==> src/rtl/cmp_trig_pkg.sv <==
// Package: shared mode codes and helpers for the compare unit.
package cmp_trig_pkg;
    localparam int MODE_W = 4;

    typedef enum logic [MODE_W-1:0] {
        MD_OFF  = 4'b0000,
        MD_SET  = 4'b1000,
        MD_CLR  = 4'b1001,
        MD_SWI  = 4'b1010,
        MD_TRIG = 4'b1011
    } cmp_mode_e;

    // True when the mode value is one of the four compare actions.
    function automatic logic is_cmp_mode(input logic [MODE_W-1:0] m);
        return (m == MD_SET) || (m == MD_CLR) || (m == MD_SWI) || (m == MD_TRIG);
    endfunction
endpackage

==> src/rtl/cmp_value_reg.sv <==
// Compare value register built from byte lanes.
// Assumes TW is a multiple of BW; lane index 0 is the least significant byte.
module cmp_value_reg #(
    parameter int TW = 16,
    parameter int BW = 8,
    localparam int NLANE = TW / BW,
    localparam int SELW = (NLANE > 1) ? $clog2(NLANE) : 1
) (
    input  logic            clk,
    input  logic            rst_n,
    input  logic            wr,
    input  logic [SELW-1:0] sel,
    input  logic [BW-1:0]   wdata,
    output logic [TW-1:0]   value
);
    for (genvar g = 0; g < NLANE; g++) begin : g_lane
        // Load one byte lane when it is selected.
        always_ff @(posedge clk) begin
            if (!rst_n)
                value[g*BW +: BW] <= '0;
            else if (wr && (sel == SELW'(g)))
                value[g*BW +: BW] <= wdata;
        end
    end
endmodule

==> src/rtl/cmp_match_det.sv <==
// Match detector: compares count with the compare value and reports
// only the first cycle of equality (a new match).
module cmp_match_det #(
    parameter int TW = 16
) (
    input  logic          clk,
    input  logic          rst_n,
    input  logic [TW-1:0] count,
    input  logic [TW-1:0] value,
    output logic          new_match
);
    logic eq, eq_q;

    // Equality of count and compare value this cycle.
    always_comb eq = (count == value);

    // Remember last cycle's equality to find the rising edge.
    always_ff @(posedge clk) begin
        if (!rst_n) eq_q <= 1'b0;
        else        eq_q <= eq;
    end

    // A match is new when equality was absent one cycle earlier.
    always_comb new_match = eq && !eq_q;
endmodule

==> src/rtl/cmp_action_ctl.sv <==
// Action controller: holds the mode register, the compare latch, the flag
// and the trigger pulses. Assumes new_match is a single-cycle strobe.
module cmp_action_ctl
    import cmp_trig_pkg::*;
(
    input  logic              clk,
    input  logic              rst_n,
    input  logic              new_match,
    input  logic              mode_wr,
    input  logic [MODE_W-1:0] mode_wdata,
    input  logic              adc_enable,
    input  logic              flag_clr,
    output logic              latch,
    output logic              flag,
    output logic              tmr_reset,
    output logic              adc_start
);
    logic [MODE_W-1:0] mode_q;
    logic              act;

    // Mode register, software writable.
    always_ff @(posedge clk) begin
        if (!rst_n)       mode_q <= MD_OFF;
        else if (mode_wr) mode_q <= mode_wdata;
    end

    // A match counts only in a compare mode.
    always_comb act = new_match && is_cmp_mode(mode_q);

    // Compare latch: a zero mode write wins, then set/clear on match.
    always_ff @(posedge clk) begin
        if (!rst_n)
            latch <= 1'b0;
        else if (mode_wr && (mode_wdata == MD_OFF))
            latch <= 1'b0;
        else if (act && (mode_q == MD_SET))
            latch <= 1'b1;
        else if (act && (mode_q == MD_CLR))
            latch <= 1'b0;
    end

    // Sticky flag: a match set takes priority over the software clear.
    always_ff @(posedge clk) begin
        if (!rst_n)        flag <= 1'b0;
        else if (act)      flag <= 1'b1;
        else if (flag_clr) flag <= 1'b0;
    end

    // Single-cycle trigger pulses in the cycle after the match edge.
    always_ff @(posedge clk) begin
        if (!rst_n) begin
            tmr_reset <= 1'b0;
            adc_start <= 1'b0;
        end else begin
            tmr_reset <= act && (mode_q == MD_TRIG);
            adc_start <= act && (mode_q == MD_TRIG) && adc_enable;
        end
    end
endmodule

==> src/rtl/cmp_trig_unit.sv <==
// Top of the timer compare unit. Joins the compare register, the match
// detector and the action controller, and drives the pin enable.
// Assumes tmr_count is synchronous to clk.
module cmp_trig_unit
    import cmp_trig_pkg::*;
#(
    parameter int TW = 16,
    parameter int BW = 8,
    localparam int NLANE = TW / BW,
    localparam int SELW = (NLANE > 1) ? $clog2(NLANE) : 1
) (
    input  logic              clk,
    input  logic              rst_n,
    input  logic              mode_wr,
    input  logic [MODE_W-1:0] mode_wdata,
    input  logic              cr_wr,
    input  logic [SELW-1:0]   cr_byte_sel,
    input  logic [BW-1:0]     cr_wdata,
    input  logic [TW-1:0]     tmr_count,
    input  logic              adc_enable,
    input  logic              pin_dir_out,
    input  logic              flag_clr,
    output logic              tmr_reset,
    output logic              adc_start,
    output logic              cmp_flag,
    output logic              pin_out,
    output logic              pin_oe
);
    logic [TW-1:0] cmp_value;
    logic          new_match;
    logic          latch;

    cmp_value_reg #(.TW(TW), .BW(BW)) u_reg (
        .clk(clk), .rst_n(rst_n), .wr(cr_wr), .sel(cr_byte_sel),
        .wdata(cr_wdata), .value(cmp_value)
    );

    cmp_match_det #(.TW(TW)) u_det (
        .clk(clk), .rst_n(rst_n), .count(tmr_count), .value(cmp_value),
        .new_match(new_match)
    );

    cmp_action_ctl u_act (
        .clk(clk), .rst_n(rst_n), .new_match(new_match),
        .mode_wr(mode_wr), .mode_wdata(mode_wdata),
        .adc_enable(adc_enable), .flag_clr(flag_clr),
        .latch(latch), .flag(cmp_flag),
        .tmr_reset(tmr_reset), .adc_start(adc_start)
    );

    // Pin drive: enabled by direction, data masked while disabled.
    always_comb begin
        pin_oe  = pin_dir_out;
        pin_out = pin_dir_out & latch;
    end
endmodule

==> config.mk <==
export PLATFORM = sky130hd
export DESIGN_NAME = cmp_trig_unit
export DESIGN_NICKNAME = d
export VERILOG_FILES = /design/src/rtl/cmp_trig_pkg.sv /design/src/rtl/cmp_value_reg.sv /design/src/rtl/cmp_match_det.sv /design/src/rtl/cmp_action_ctl.sv /design/src/rtl/cmp_trig_unit.sv
export SDC_FILE = /design/constraint.sdc
export NUM_CORES = 1
export LEC_CHECK = 0
export ABC_AREA = 1
export CAP_MARGIN = 20
export CORE_MARGIN = 5
export CORE_UTILIZATION = 40
export DETAILED_ROUTE_END_ITERATION = 10
export PLACE_DENSITY = 0.85
export SLEW_MARGIN = 20
export SYNTH_ARGS = -nofsm -noshare
export SYNTH_HDL_FRONTEND = slang
export SYNTH_SLANG_ARGS = --single-unit
==> constraint.sdc <==
create_clock -name clk -period 1.3 [get_ports clk]
set_clock_uncertainty 0.2 [all_clocks]
set_input_delay 0.39 -clock clk [delete_from_list [all_inputs] [get_ports clk]]
set_output_delay 0.39 -clock clk [all_outputs]
set_load 0.005 [all_outputs]
* Word-level counts from Yosys, hierarchy flattened
Index checks and enable logic that the tools add are counted.
** Cells by class
- Bitwise gates (word level) :: 3
- Mux-type cells :: 4
- Reductions and logical operators :: 17
- Div/mod/pow operators :: 0
- $mul :: 0
- Equality and inequality tests :: 5
- $lt $le $gt $ge :: 0
- Shift operators :: 0
- Add/sub/neg operators :: 0
** Operator list (number)
- == test 16 bit :: 1
- == test 4 bit, second input constant :: 4
- logical AND 1 bit :: 9
- zero test 4 bit :: 1
- 2-to-1 mux 1 bit :: 4
- nonzero test 2 bit :: 2
- logical OR 1 bit :: 3
- NOT 1 bit :: 2
- OR reduction 2 bit :: 1
- AND 1 bit :: 1
- zero test 1 bit :: 1
** Word-level totals
- Bits of input ports :: 36
- Bits in read-only memories :: 0
- Latch bits :: 0
- Memories kept :: 0
- Output and inout bits :: 5
- Bits in writable memories :: 0
- Bits in registers :: 25

* Longest topological paths before layout
- Word-level depth :: 8
- Depth in mapped cells :: 10
- Gate-level depth less buffers :: 10

* Modules after synthesis
A second synthesis with hierarchy kept.
** Unflattened totals
- Cells, all modules :: 226
- Area, all modules :: 1405.1 sq um
** Modules (own cells, without submodules)
- cmp_value_reg :: instances 1, cells each 88, sequential area each 320.3 sq um, area each 709.4 sq um
- cmp_match_det :: instances 1, cells each 94, sequential area each 20.0 sq um, area each 369.1 sq um
- cmp_action_ctl :: instances 1, cells each 41, sequential area each 160.2 sq um, area each 311.5 sq um
- cmp_trig_unit :: instances 1, cells each 3, sequential area each 0.0 sq um, area each 15.0 sq um

* Worst setup path after synthesis
Ideal clock, no wire load.
- Path kind :: input-to-reg
- Start point :: input port mode_wr
- End point :: register u_act.latch
- Data arrival time :: 1.048 ns
- Path buffers :: 0
- Stages :: 6
- Slack :: -0.062 ns
- Cell sequence :: inv_2 > or2_2 > o41ai_2 > inv_1 > nand2_1 > nor2_2
** On the way
- Cells in the longest elaborated chain, start to end :: 2
** Ends and longest elaborated chain
- from (decl) :: line cmp_trig_unit.sv:14 : input logic mode_wr,
- logical AND 1 bit :: line cmp_action_ctl.sv:34 : else if (mode_wr && (mode_wdata == MD_OFF))
- OR reduction 2 bit (no line)
- to (signal assigned) :: line cmp_action_ctl.sv:33 : latch <= 1'b0;
- to (signal assigned) :: line cmp_action_ctl.sv:35 : latch <= 1'b0;
- to (signal assigned) :: line cmp_action_ctl.sv:37 : latch <= 1'b1;
- to (decl) :: line cmp_action_ctl.sv:13 : output logic latch,
Every way passes these cells.
A chain may end at the register's enable or synchronous reset.

* Worst setup path in the final report
- Start point :: register u_act.latch
- End point :: output port pin_out
** On the way
- Cells in the longest elaborated chain, start to end :: 1
** Ends and longest elaborated chain
- AND 1 bit :: line cmp_trig_unit.sv:54 : pin_out = pin_dir_out & latch;
- to (decl) :: line cmp_trig_unit.sv:26 : output logic pin_out,
Every way passes these cells.

==> flow_metrics.tcl <==
set metrics [dict create \
    cts-hold-fix-buffers 0 \
    grt_max_degree 18 \
    tritoncts "built" \
    timing.rr.end "u_act.latch$_SDFFE_PP0P_" \
    ys_top_cells_by_area "dfxtp_1 41%, nand2_1 14%, inv_1 9.8%, o21ai_0 7.8%, a21oi_1 6.6%" \
    cts-root-buf "clkbuf_4" \
    area_growth_pct 48.5 \
    antenna_cells 0 \
    cp-start-kind "flop" \
    crit_required_ps 710 \
    hold_viol 0 \
    path_clk_slew_ps 140 \
    violations "setup timing" \
    syn_inst 185 \
    grt_pass1_wl_um 4790 \
    htreeDepth 1 \
    relSlewSlack_pct 82.3 \
    wl_per_cell_um 10.6 \
    chipHeight_um 65.3 \
    port_buffers 40 \
    max_freq_mhz 688 \
    yosysWarnings 0 \
    crit_arrival_ps 860 \
    yosysTopAreaCell "dfxtp_1" \
    multiInputGateArea_um2 571 \
    place.gp.congestion 0.855 \
    fin_crit_sh_pct 112 \
    setup_viol 9 \
    seq_area_um2 515 \
    r2r_start "u_reg.value[7]$_SDFFE_PN0P_" \
    die_x_um 65.3 \
    p_leak_nw 0.919 \
    rsz0062_at_grt "true" \
    ir_worst_vdd_v 0.000589 \
    critPathCaptureType "primary output" \
    ios 41 \
    clock_path_buffers 2 \
    fp-row-count 20 \
    fin_crit_ps 1450 \
    start_util_pct 41.0 \
    via_per_inst 4.61 \
    clock_sinks 25 \
    syn_area_per_cell_um2 6.60 \
    tns_ps -789 \
    max_cap_viol_count 0 \
    grt-ovfl-total 0 \
    nFillCells 287 \
    postCtsSetupBuffers 0 \
    slew_viol_final 0 \
    vias 1278 \
    grt_use_total_pct 14.4 \
    syn-num-nets 221 \
    hpwl_um 2370 \
    startpoint "u_act.latch$_SDFFE_PP0P_" \
    ys_types 21 \
    status "finished with violations" \
    yosys.area.top_type_share_pct 41.0 \
    antenna_found_initial 0 \
    r2r_slack_ps -150 \
    fin_ws_ps -153 \
    path_max_fanout 2 \
    synth_area_mm2 0.00122 \
    drive_above_1_share_pct 25.0 \
    routed_wl_um 2940 \
    worstSetupEndpoint "pin_out" \
    yosys_register_bits 25 \
    reg2reg_depth 7 \
    drt_iter0_drc 31 \
    hp-class "in2reg" \
    antenna_left 0 \
    grt_pass1_vias 1167 \
    layout.nets 281 \
    worst_slew_pin_slew_ps 264 \
    route.detailed.drc 0 \
    clk_latency_ps 330 \
    die_area_mm2 0.00426 \
    cts_made_buffers 3 \
    fp.coreArea_mm2 0.00298 \
    drt_pre_antenna_iters 4 \
    criticalPathCategory "reg2out" \
    cellPowerDensity_mw_per_mm2 841 \
    place_ws_ps -743 \
    ys_seq_area_share_pct 41.0 \
]
-- repair_timing --
| item | 4_1_cts | 5_1_grt |
|---|---|---|
| gates cloned | 1 | 0 |
| setup endpoints to repair | 26 | 14 |
| hold endpoints to repair | 0 | 0 |
| gates resized for setup | 54 | 11 |
| pin swaps | 16 | 11 |
-- logic make-up after synthesis --
family | synth area share, %
AO/OA/AOI/OAI | 16.4
buffers and inverters | 13.3
XOR/XNOR | 2.87
flip-flops | 41.0
AND/OR/NAND/NOR | 26.4
-- Yosys cell counts --
master and instances:
nand2_1 46, inv_1 32, dfxtp_1 25, nor2_1 21, o21ai_0 19, a21oi_1 16
inv_2 5, xor2_1 4, clkbuf_1 3, nor2_2 3, a21oi_2 1, and2_4 1
buf_2 1, buf_4 1, nand2_4 1, nand3_1 1, nand4_1 1, nor3_1 1
nor3_2 1, o41ai_2 1, or2_2 1
-- worst min-delay path by stage --
stage	from	endpoint	slack, ps	cells past startpoint
2_1_floorplan	u_act.mode_q[3]$_SDFFE_PN0P_	u_act.mode_q[3]$_SDFFE_PN0P_	230	2
6_report	rst_n	u_act.adc_start$_SDFF_PN0_	240	3
4_1_cts	mode_wr	u_act.mode_q[2]$_SDFFE_PN0P_	270	3
3_5_place_dp	u_act.mode_q[1]$_SDFFE_PN0P_	u_act.mode_q[1]$_SDFFE_PN0P_	270	2
5_1_grt	rst_n	u_act.adc_start$_SDFF_PN0_	240	3
3_3_place_gp	u_reg.value[9]$_SDFFE_PN0P_	u_reg.value[9]$_SDFFE_PN0P_	250	2
-- worst max-delay path, cell delays in order, from the launching register on --
cell and delay (ps):
dfxtp_2 340, nand2_1 50, inv_1 30, buf_2 110
-- layer usage --
metal / vias to the layer above / global-route usage (%) / wire (µm) / share of wire [%]
li1: 685 / - / - / -
met1: 551 / 17.0 / 1220 / 42
met2: 33 / 24.8 / 1500 / 51
met3: 9 / 1.71 / 114 / 3.9
met4: 0 / 8.55 / 104 / 3.5
met5: - / 0 / 0 / 0
-- through the flow --
step                      instance area [µm²]  power, mW  hold slack, ps  instances  utilization [%]
after floorplan                          1220      0.987             235        185                -
after global placement                   1790       1.18             250        272             60.3
after detailed placement                 1790       1.19             269        272             60.3
after CTS                                1800       1.53             272        277             60.4
after global routing                     1810       1.61             245        277             60.9
final                                    1810       1.53             237        277             60.9
-- sequential cells by signal, summed over array words and instances, names as in the netlist --
register	count
u_act.flag	1
u_act.adc_start	1
u_reg.value	16
u_act.tmr_reset	1
u_det.eq_q	1
u_act.latch	1
u_act.mode_q	4
-- cells in the final DEF, fill, tap and decap left out, types with 2 or more instances in the layout --
| cell | count |
|---|---|
| clkbuf_4 | 3 |
| nor2_2 | 3 |
| o21ai_0 | 17 |
| dlygate4sd2_1 | 19 |
| inv_2 | 9 |
| a21oi_1 | 16 |
| buf_2 | 5 |
| clkinvlp_4 | 2 |
| nor2_1 | 20 |
| inv_1 | 28 |
| dfxtp_1 | 13 |
| xor2_1 | 4 |
| o21ai_1 | 2 |
| clkdlybuf4s50_1 | 14 |
| buf_4 | 18 |
| dfxtp_2 | 12 |
| nand2_1 | 45 |
-- cell type report --
class | instances | area share [%]
clock buffers | 3 | 1.24
multi-input cells | 118 | 31.5
well taps | 33 | 2.28
flip-flops and latches | 25 | 28.4
inverters | 37 | 7.66
clock inverters | 1 | 0.414
repair inverters | 1 | 0.414
repair buffers | 59 | 28.1
-- where the power goes --
group	internal [mW]	switching, mW	total, mW
combinational	0.182	0.150	0.332
sequential	0.812	0.0236	0.835
clock	0.118	0.240	0.358
No activity file was read; power rests on OpenSTA's default activity.
